### config.mk
export PLATFORM = sky130hd
export DESIGN_NAME = ifetch_queue
export DESIGN_NICKNAME = d
export VERILOG_FILES = /design/src/rtl/ifq_pkg.sv /design/src/rtl/ifq_ptr_regs.sv /design/src/rtl/ifq_fetch_ctrl.sv /design/src/rtl/ifq_fifo.sv /design/src/rtl/ifetch_queue.sv
export SDC_FILE = /design/constraint.sdc
export NUM_CORES = 1
export LEC_CHECK = 0
export CORE_MARGIN = 2
export CORE_UTILIZATION = 56
export CTS_CLUSTER_DIAMETER = 80
export DETAILED_ROUTE_END_ITERATION = 12
export GPL_TIMING_DRIVEN = 0
export PLACE_DENSITY = 0.8
export SYNTH_ARGS = -nofsm -noshare
export SYNTH_HDL_FRONTEND = slang
export SYNTH_HIERARCHICAL = 1
export SYNTH_SLANG_ARGS = --single-unit
export TNS_END_PERCENT = 100
### constraint.sdc
create_clock -name clk_i -period 3.4 [get_ports clk_i]
set_clock_uncertainty 0.15 [all_clocks]
set_input_delay 0.34 -clock clk_i [delete_from_list [all_inputs] [get_ports clk_i]]
set_output_delay 0.34 -clock clk_i [all_outputs]
set_load 0.02 [all_outputs]
### src/rtl/ifq_pkg.sv
package ifq_pkg;
  localparam int SEG_W  = 16;
  localparam int ADDR_W = SEG_W + 4;
  localparam int BYTE_W = 8;
  localparam int WORD_W = 2 * BYTE_W;

  function automatic logic [ADDR_W-1:0] phys_addr(input logic [SEG_W-1:0] seg,
                                                  input logic [SEG_W-1:0] off);
    return {seg, 4'h0} + {4'h0, off};
  endfunction
endpackage

### src/rtl/ifq_ptr_regs.sv
module ifq_ptr_regs import ifq_pkg::*; #(
  parameter logic [SEG_W-1:0] RST_CS = '0,
  parameter logic [SEG_W-1:0] RST_IP = '0
) (
  input  logic              clk_i,
  input  logic              rst_ni,
  input  logic              load_i,
  input  logic [SEG_W-1:0]  cs_i,
  input  logic [SEG_W-1:0]  ip_i,
  input  logic              adv_i,
  output logic [ADDR_W-1:0] phys_o,
  output logic              word_o
);
  logic [SEG_W-1:0] cs_q, ip_q;

  assign phys_o = phys_addr(cs_q, ip_q);
  assign word_o = ~ip_q[0];

  always_ff @(posedge clk_i or negedge rst_ni) begin
    if (!rst_ni) begin
      cs_q <= RST_CS;
      ip_q <= RST_IP;
    end else if (load_i) begin
      cs_q <= cs_i;
      ip_q <= ip_i;
    end else if (adv_i) begin
      ip_q <= ip_q + (ip_q[0] ? SEG_W'(1) : SEG_W'(2));
    end
  end
endmodule

### src/rtl/ifq_fetch_ctrl.sv
module ifq_fetch_ctrl import ifq_pkg::*; #(
  parameter  int BUS_CYCLES = 4,
  localparam int CYC_W      = (BUS_CYCLES > 1) ? $clog2(BUS_CYCLES) : 1
) (
  input  logic              clk_i,
  input  logic              rst_ni,
  input  logic              room_i,
  input  logic              data_req_i,
  input  logic              branch_i,
  input  logic [ADDR_W-1:0] fetch_addr_i,
  input  logic              fetch_word_i,
  input  logic [WORD_W-1:0] rdata_i,
  output logic              start_o,
  output logic              req_o,
  output logic [ADDR_W-1:0] addr_o,
  output logic              word_o,
  output logic              last_o,
  output logic [1:0]        push_n_o,
  output logic [WORD_W-1:0] push_data_o
);
  logic             busy_q, drop_q, word_q;
  logic [CYC_W-1:0] cyc_q;
  logic [ADDR_W-1:0] addr_q;

  assign start_o = ~busy_q & room_i & ~data_req_i & ~branch_i;
  assign last_o  = busy_q & (cyc_q == CYC_W'(BUS_CYCLES - 1));
  assign req_o   = busy_q;
  assign addr_o  = addr_q;
  assign word_o  = word_q;

  // a flush seen at any point of the bus cycle voids its data
  always_comb begin
    push_n_o = 2'd0;
    if (last_o && !drop_q && !branch_i) push_n_o = word_q ? 2'd2 : 2'd1;
  end
  assign push_data_o = word_q ? rdata_i : {{BYTE_W{1'b0}}, rdata_i[WORD_W-1:BYTE_W]};

  always_ff @(posedge clk_i or negedge rst_ni) begin
    if (!rst_ni) begin
      busy_q <= 1'b0;
      drop_q <= 1'b0;
      word_q <= 1'b0;
      cyc_q  <= '0;
      addr_q <= '0;
    end else begin
      if (busy_q) begin
        if (last_o) begin
          busy_q <= 1'b0;
          drop_q <= 1'b0;
        end else begin
          cyc_q  <= cyc_q + CYC_W'(1);
          drop_q <= drop_q | branch_i;
        end
      end else if (start_o) begin
        busy_q <= 1'b1;
        cyc_q  <= '0;
        drop_q <= 1'b0;
        addr_q <= fetch_addr_i;
        word_q <= fetch_word_i;
      end
    end
  end
endmodule

### src/rtl/ifq_fifo.sv
module ifq_fifo import ifq_pkg::*; #(
  parameter  int DEPTH = 6,
  localparam int CNT_W = $clog2(DEPTH + 1),
  localparam int PTR_W = $clog2(DEPTH)
) (
  input  logic              clk_i,
  input  logic              rst_ni,
  input  logic              flush_i,
  input  logic [1:0]        push_n_i,
  input  logic [WORD_W-1:0] push_data_i,
  input  logic              pop_i,
  output logic [BYTE_W-1:0] head_o,
  output logic [CNT_W-1:0]  count_o
);
  logic [BYTE_W-1:0] mem [DEPTH];
  logic [PTR_W-1:0]  rd_q, wr_q, wr_nx1;
  logic [CNT_W-1:0]  cnt_q;
  logic [DEPTH-1:0]  we_lo, we_hi;

  function automatic logic [PTR_W-1:0] bump(input logic [PTR_W-1:0] p, input int n);
    int s;
    s = int'(p) + n;
    if (s >= DEPTH) s = s - DEPTH;
    return PTR_W'(s);
  endfunction

  assign wr_nx1  = bump(wr_q, 1);
  assign head_o  = mem[rd_q];
  assign count_o = cnt_q;

  for (genvar i = 0; i < DEPTH; i++) begin : g_we
    assign we_lo[i] = (push_n_i != 2'd0) && (wr_q == PTR_W'(i));
    assign we_hi[i] = (push_n_i == 2'd2) && (wr_nx1 == PTR_W'(i));
  end

  always_ff @(posedge clk_i) begin
    for (int i = 0; i < DEPTH; i++) begin
      if (we_lo[i])      mem[i] <= push_data_i[BYTE_W-1:0];
      else if (we_hi[i]) mem[i] <= push_data_i[WORD_W-1:BYTE_W];
    end
  end

  always_ff @(posedge clk_i or negedge rst_ni) begin
    if (!rst_ni) begin
      rd_q  <= '0;
      wr_q  <= '0;
      cnt_q <= '0;
    end else if (flush_i) begin
      rd_q  <= '0;
      wr_q  <= '0;
      cnt_q <= '0;
    end else begin
      if (pop_i) rd_q <= bump(rd_q, 1);
      if (push_n_i != 2'd0) wr_q <= bump(wr_q, int'(push_n_i));
      cnt_q <= cnt_q + CNT_W'(push_n_i) - CNT_W'(pop_i);
    end
  end
endmodule

### src/rtl/ifetch_queue.sv
module ifetch_queue import ifq_pkg::*; #(
  parameter int               DEPTH      = 6,
  parameter int               BUS_CYCLES = 4,
  parameter logic [SEG_W-1:0] RST_CS     = '0,
  parameter logic [SEG_W-1:0] RST_IP     = '0
) (
  input  logic              clk_i,
  input  logic              rst_ni,
  input  logic              branch_i,
  input  logic [SEG_W-1:0]  branch_cs_i,
  input  logic [SEG_W-1:0]  branch_ip_i,
  input  logic              data_req_i,
  output logic              mem_req_o,
  output logic [ADDR_W-1:0] mem_addr_o,
  output logic              mem_word_o,
  input  logic [WORD_W-1:0] mem_rdata_i,
  output logic              q_valid_o,
  output logic [BYTE_W-1:0] q_byte_o,
  input  logic              q_ready_i
);
  localparam int CNT_W = $clog2(DEPTH + 1);

  logic [CNT_W-1:0]  fill_cnt;
  logic [1:0]        push_n;
  logic [WORD_W-1:0] push_data;
  logic [ADDR_W-1:0] fetch_addr;
  logic              fetch_word, start, bus_last, room, pop;

  assign room      = fill_cnt <= CNT_W'(DEPTH - 2);
  assign q_valid_o = fill_cnt != '0;
  assign pop       = q_ready_i & q_valid_o & ~branch_i;

  ifq_ptr_regs #(.RST_CS(RST_CS), .RST_IP(RST_IP)) u_ptr (
    .clk_i  (clk_i),
    .rst_ni (rst_ni),
    .load_i (branch_i),
    .cs_i   (branch_cs_i),
    .ip_i   (branch_ip_i),
    .adv_i  (start),
    .phys_o (fetch_addr),
    .word_o (fetch_word)
  );

  ifq_fetch_ctrl #(.BUS_CYCLES(BUS_CYCLES)) u_ctrl (
    .clk_i        (clk_i),
    .rst_ni       (rst_ni),
    .room_i       (room),
    .data_req_i   (data_req_i),
    .branch_i     (branch_i),
    .fetch_addr_i (fetch_addr),
    .fetch_word_i (fetch_word),
    .rdata_i      (mem_rdata_i),
    .start_o      (start),
    .req_o        (mem_req_o),
    .addr_o       (mem_addr_o),
    .word_o       (mem_word_o),
    .last_o       (bus_last),
    .push_n_o     (push_n),
    .push_data_o  (push_data)
  );

  ifq_fifo #(.DEPTH(DEPTH)) u_fifo (
    .clk_i       (clk_i),
    .rst_ni      (rst_ni),
    .flush_i     (branch_i),
    .push_n_i    (push_n),
    .push_data_i (push_data),
    .pop_i       (pop),
    .head_o      (q_byte_o),
    .count_o     (fill_cnt)
  );
endmodule

==> results.md, run 1 <==
- Max Root-Sink Buffers: 2
- Violated checks: design-rule violations
- CTS Sinks: 114
- Die area: 0.0128 sq mm
- Placed Cells: 782
- Fmax: 311 MHz
- Starting Density: 57.9%
- Share of cells above drive strength 1: 23.7%
- Slew HR: 23.4%
- Fin nets: 742
- Leakage: 0.00324 uW
- TritonCTS clock tree: done
- Max Cap Viol: 0
- Fin. Hold Viols: 0
- Most common cell after layout, fill and taps aside: mux2_2
- Boundary Pins: 84
- Path depth of the worst reg2reg path: 9
- Pin count of the biggest net entering global routing: 67
- Synth async-reset ratio: 57.9%
- Worst hold path class: in -> reg
- Hold Path End: u_ptr/ip_q[10]
- Worst-margin pin slew: 1.15 ns
- Max VDD drop: 0.514 mV
- Post-synth EDFFs: 48
- R2R Path End: u_fifo/wr_q[1]
- Min cycle time layout: 3.22 ns
- Top cells by area, synth: dfrtp_1 (25%), edfxtp_1 (22%), mux2_2 (14%), ha_1 (5.3%), mux4_2 (2.7%)
- Yosys reg bits: 114
- Final-layout fill cell count: 799
- Top_reg_cell synth: dfrtp_1
- DRC violations left: 3
- Final ANT Viol Nets: 0
- Clock Latency Late Sink: 0.42 ns
- Yosys warns: 6
- GRT Overall Usage: 26.1%
- Most frequent cells in the layout: mux2_2 (83), clkdlybuf4s50_1 (82), dfrtp_1 (66)
- Number of H-tree levels: 4
- Synthesized area per cell: 12.0 sq um
- R2r setup slk: 0.18 ns
- Hold path start: branch_ip_i[10]
- Crit Path Class: reg -> reg
- Rows: 39
- Startpoint Class: flip-flop
- Post-synth top area cell: dfrtp_1
- Hold path depth: 3
- Gpl congestion: 0.897
- Post-CTS setup buffers: 0
- CTS root buffer: clkbuf_16
- Vias: 4781
- Wire per inst: 19.4 um
- Post-Synthesis Cell Area: 0.00667 sq mm
- Vias per inst: 5.90
- First-pass GRT wire length: 25700 um
- Worst-path clk slew: 0.05 ns
- Cell variety after synth: 64
- Core area: 0.0115 sq mm
- Final instance area: 0.00822 sq mm
- Placed cell area: 0.00768 sq mm
- Die height: 113 um
- PwrDens: 648 mW/mm^2
- Area grow syn2layout: 23.1%
- Seq/Total Area, Yosys: 46.4%
- Vias in the first global route: 5125
- Yosys top cell area share: 24.8%
- GRT overflow: 0
- Initial antenna violation count: 0
- DP HPWL: 10800 um
- Syn nets: 640
- Number of port buffers: 83
- Status: complete, but fails checks
- Die W: 113 um
- Worst Path Required: 3.55 ns
- Detailed Routing Iterations Pass 1: 9
- RSZ-0062 raised after global routing: false
- Cells after Synth: 556
- CP endpoint kind: flip-flop
- N_diodes: 0
- Final Instance Count excl. Fillers: 811
- Fin crit share: 94.7%
- DR iter-0 viols: 315
- Total length of routed wires: 15700 um
- Reg2reg start: u_ctrl/word_o
- Final setup violation count: 0
- Slew Viols, Final: 0
- Crit path DAT: 3.37 ns
- CP Max Fanout: 11
- CTS buffer count: 17
timing repair:
action / CTS / global route
hold buffers: 1 / 0
endpoints found under the hold margin: 66 / 0
gates cloned: 0 / 0
endpoints found under the setup margin: 73 / 49
gates resized for setup: 1 / 2
worst max path at each step:
stage                  start                to  slack [ns]
2_1_floorplan  u_ctrl/word_o  u_fifo/mem[2][0]        0.49
3_3_place_gp   u_ctrl/word_o  u_fifo/mem[2][6]       -0.54
3_5_place_dp   u_ctrl/word_o  u_fifo/mem[2][0]       -0.55
4_1_cts        u_ctrl/word_o  u_fifo/mem[2][3]        0.04
5_1_grt        u_ctrl/word_o    u_fifo/wr_q[1]        0.01
6_report       u_ctrl/word_o    u_fifo/wr_q[1]        0.18
registers in the layout (all words and copies together), names as in the netlist:
register and flops:
u_ctrl/cyc_q 2, u_fifo/rd_q 3, u_ptr/ip_q 16, u_fifo/mem 48, u_ctrl/addr_o 20, u_fifo/wr_q 3, u_ctrl/req_o 1, u_fifo/count_o 3
u_ptr/cs_q 16, u_ctrl/word_o 1, u_ctrl/drop_q 1
Yosys cell counts (4+ instances only):
library cell,count
mux2_2,83
dfrtp_1,66
edfxtp_1,48
nand2_1,39
o21ai_0,29
ha_1,28
nor2_1,27
a21oi_1,25
inv_1,21
xor2_1,15
xnor2_1,14
clkbuf_1,11
mux2i_1,9
nand3_1,9
and2_1,8
mux2_4,8
mux4_2,8
a21o_1,7
o21a_1,7
and3_1,6
nand4_1,6
buf_4,5
nor3_1,5
o22ai_1,5
nand2b_1,4
nor2b_1,4
o211ai_1,4
report_power, final:
| part | switching [uW] | total, uW | internal [uW] | leakage (uW) |
|---|---|---|---|---|
| Combinational | 874 | 1800 | 930 | 0.00174 |
| Clock | 587 | 1640 | 1050 | 0.000264 |
| Sequential | 176 | 1880 | 1710 | 0.00124 |
final cells by class:
type,instances,area [sq um],area share [%]
Multi-Input combinational cell,399,3370,41.1
Timing Repair Buffer,84,838,10.2
Buffer,20,120,1.46
Sequential cell,114,3090,37.6
Inverter,22,82.6,1.01
Tap cell,143,179,2.18
Clock buffer,20,437,5.32
Clock inverter,9,92.6,1.13
cell families (layout without fill, tap and decap cells):
kind of cell	after synthesis	after routing	synth area share [%]
muxes	110	110	20.2
adders and majority gates	31	31	6.15
xor gates and xnor gates	30	30	4.05
and+or+nand+nor	131	131	10.7
buffers and inverters	43	155	3.08
AOI/OAI and AO/OA	97	97	9.47
DFF	114	114	46.4
metal layers:
| layer | wire, um | vias up | global-route usage [%] | part of all wire, % |
|---|---|---|---|---|
| met5 | 0 | - | 0 | 0 |
| met4 | 268 | 0 | 9.67 | 1.7 |
| met3 | 885 | 22 | 5.41 | 5.6 |
| met2 | 8140 | 163 | 45.6 | 52 |
| met1 | 6400 | 2351 | 32.0 | 41 |
| li1 | - | 2245 | - | - |
critical path, stage by stage, from the launching register on:
cell and delay (ns):
dfrtp_1 0.58, clkbuf_2 0.32, nor2_1 0.43, ha_1 0.26, inv_1 0.07, fa_1 0.44, nor3_1 0.22, a21oi_1 0.07
or2_2 0.28, a221oi_1 0.29
through the flow:
| step | worst slack, ns | util [%] | total power (uW) | TNS [ns] | hold WS, ns |
|---|---|---|---|---|---|
| after floorplan | 0.490 | - | 3030 | 0 | -0.106 |
| after global placement | -0.543 | 66.7 | 3620 | -27.86 | 0.335 |
| after detailed placement | -0.548 | 66.7 | 3690 | -7.71 | 0.345 |
| after CTS | 0.0443 | 71.3 | 5340 | 0 | 0.335 |
| after global routing | 0.0129 | 71.3 | 5580 | 0 | 0.361 |
| final | 0.180 | 71.3 | 5320 | 0 | 0.344 |
No activity file was read; power rests on OpenSTA's default activity.
==> inputs of run 2 (changes only) <==
MAX_ROUTING_LAYER = met4   (was default)
==> results.md, run 2 (same netlist as run 1, synthesis figures left out) <==
- CTS buffer count: 17
- CTS Sinks: 114
- Status: complete, but fails checks
- Register with the most flip-flops: u_fifo/mem
- Slew Viols, Final: 0
- DP HPWL: 10800 um
- Clock Latency Late Sink: 0.42 ns
- Final ANT Viol Nets: 0
- GRT Overall Usage: 26.9%
- Number of H-tree levels: 4
- Fin. Hold Viols: 0
- Fin nets: 742
- Boundary Pins: 84
- CP Max Fanout: 11
- Leakage: 0.00324 uW
- Initial antenna violation count: 0
- Vias per inst: 5.95
- Most frequent cells in the layout: mux2_2 (83), clkdlybuf4s50_1 (82), dfrtp_1 (66)
- Min Hold Slack: 0.345 ns
- Slew HR: 24.9%
- Max reg flops: 48
- Final setup violation count: 0
- Rows: 39
- Vias: 4822
- Number of port buffers: 83
- DR iter-0 viols: 319
- Crit path DAT: 3.19 ns
- Startpoint Class: flip-flop
- Die area: 0.0128 sq mm
- Total length of routed wires: 15700 um
- Violated checks: design-rule violations
- Final-layout fill cell count: 799
- Min cycle time layout: 3.18 ns
- Core area: 0.0115 sq mm
- Max Root-Sink Buffers: 2
- DRC violations left: 3
- Area grow syn2layout: 23.1%
- Detailed Routing Iterations Pass 1: 9
- Setup TNS: 0 ns
- Die height: 113 um
- Crit Path Class: reg -> reg
- Worst Path Required: 3.41 ns
- Most common cell after layout, fill and taps aside: mux2_2
- Fin crit share: 93.6%
- Worst-path clk slew: 0.05 ns
- Final Instance Count excl. Fillers: 811
- Vias in the first global route: 5137
- Wire per inst: 19.4 um
- Die W: 113 um
- CP endpoint kind: flip-flop
- Worst hold path class: in -> reg
- Gpl congestion: 0.913
- Design Power: 5320 uW
- Max Cap Viol: 0
- First-pass GRT wire length: 25700 um
- Fmax: 314 MHz
- TritonCTS clock tree: done
- Post-layout util: 71.3%
- N_diodes: 0
- RSZ-0062 raised after global routing: false
- GRT overflow: 0
- Share of cells above drive strength 1: 23.7%
- CTS root buffer: clkbuf_16
- Max VDD drop: 0.514 mV
- PwrDens: 648 mW/mm^2
- Placed Cells: 782
- Starting Density: 57.9%
- Pin count of the biggest net entering global routing: 67
- Worst-margin pin slew: 1.13 ns
- Post-CTS setup buffers: 0
## run 2: cell counts in the layout (fill, tap and decap cells not counted)
No cell type changed its count.
## run 2: power by group
| group | leakage, uW | total (uW) | switching [uW] | internal, uW |
|---|---|---|---|---|
| logic | 0.00174 | 1800 | 875 | 930 |
| registers | 0.00124 | 1880 | 176 | 1710 |
| clock network | 0.000264 | 1630 | 585 | 1050 |
## run 2: path summary, 6_finish.rpt
check | from | endpoint | slack (ns) | cells past startpoint
max | u_ctrl/word_o | u_fifo/mem[2][7] | 0.22 | 6
min | branch_ip_i[10] | u_ptr/ip_q[10] | 0.34 | 3
max reg2reg | u_ctrl/word_o | u_fifo/mem[2][7] | 0.22 | 6
min reg2reg | u_ctrl/addr_o[18] | u_ctrl/addr_o[18] | 0.35 | 1
max in group asynchronous | rst_ni | u_ctrl/addr_o[11] | 2.12 | 2
min in group asynchronous | rst_ni | u_fifo/count_o[1] | 0.42 | 2
## run 2: routing by layer
metal	GRT usage, %	share of wire (%)	vias up
met5	-	0	-
met4	9.67	1.6	0
met3	4.82	4.9	25
met2	45.6	51	145
met1	32.4	42	2398
li1	-	-	2254
## run 2: per-stage QoR
step                setup slack (ns)  cell area, sq um
global placement              -0.543              7680
detailed placement            -0.548              7680
global route                  0.0126              8220
finish                         0.218              8220
floorplan                      0.490              6670
CTS                           0.0443              8210
## run 2: timing repair
| item | in CTS | in global routing |
|---|---|---|
| hold endpoints to repair | 66 | 0 |
| endpoints found under the setup margin | 73 | 49 |
| hold buffers | 1 | 0 |
| resized for setup | 1 | 2 |
## run 2: final cells by class
cell class | instances | area, sq um | share of cell area (%)
Buffer | 20 | 120 | 1.46
Clock buffer | 20 | 437 | 5.32
Clock inverter | 9 | 92.6 | 1.13
Inverter | 22 | 82.6 | 1.01
Multi-Input combinational cell | 399 | 3370 | 41.1
Sequential cell | 114 | 3090 | 37.6
Tap cell | 143 | 179 | 2.18
Timing Repair Buffer | 84 | 838 | 10.2
## run 2: worst max-delay path: stages (launching register included)
cell and delay [ns]:
dfrtp_1 0.68, clkbuf_2 0.36, and3_1 0.33, nand2b_1 0.13, or2_2 0.35, nor3b_4 0.53, mux2_2 0.39
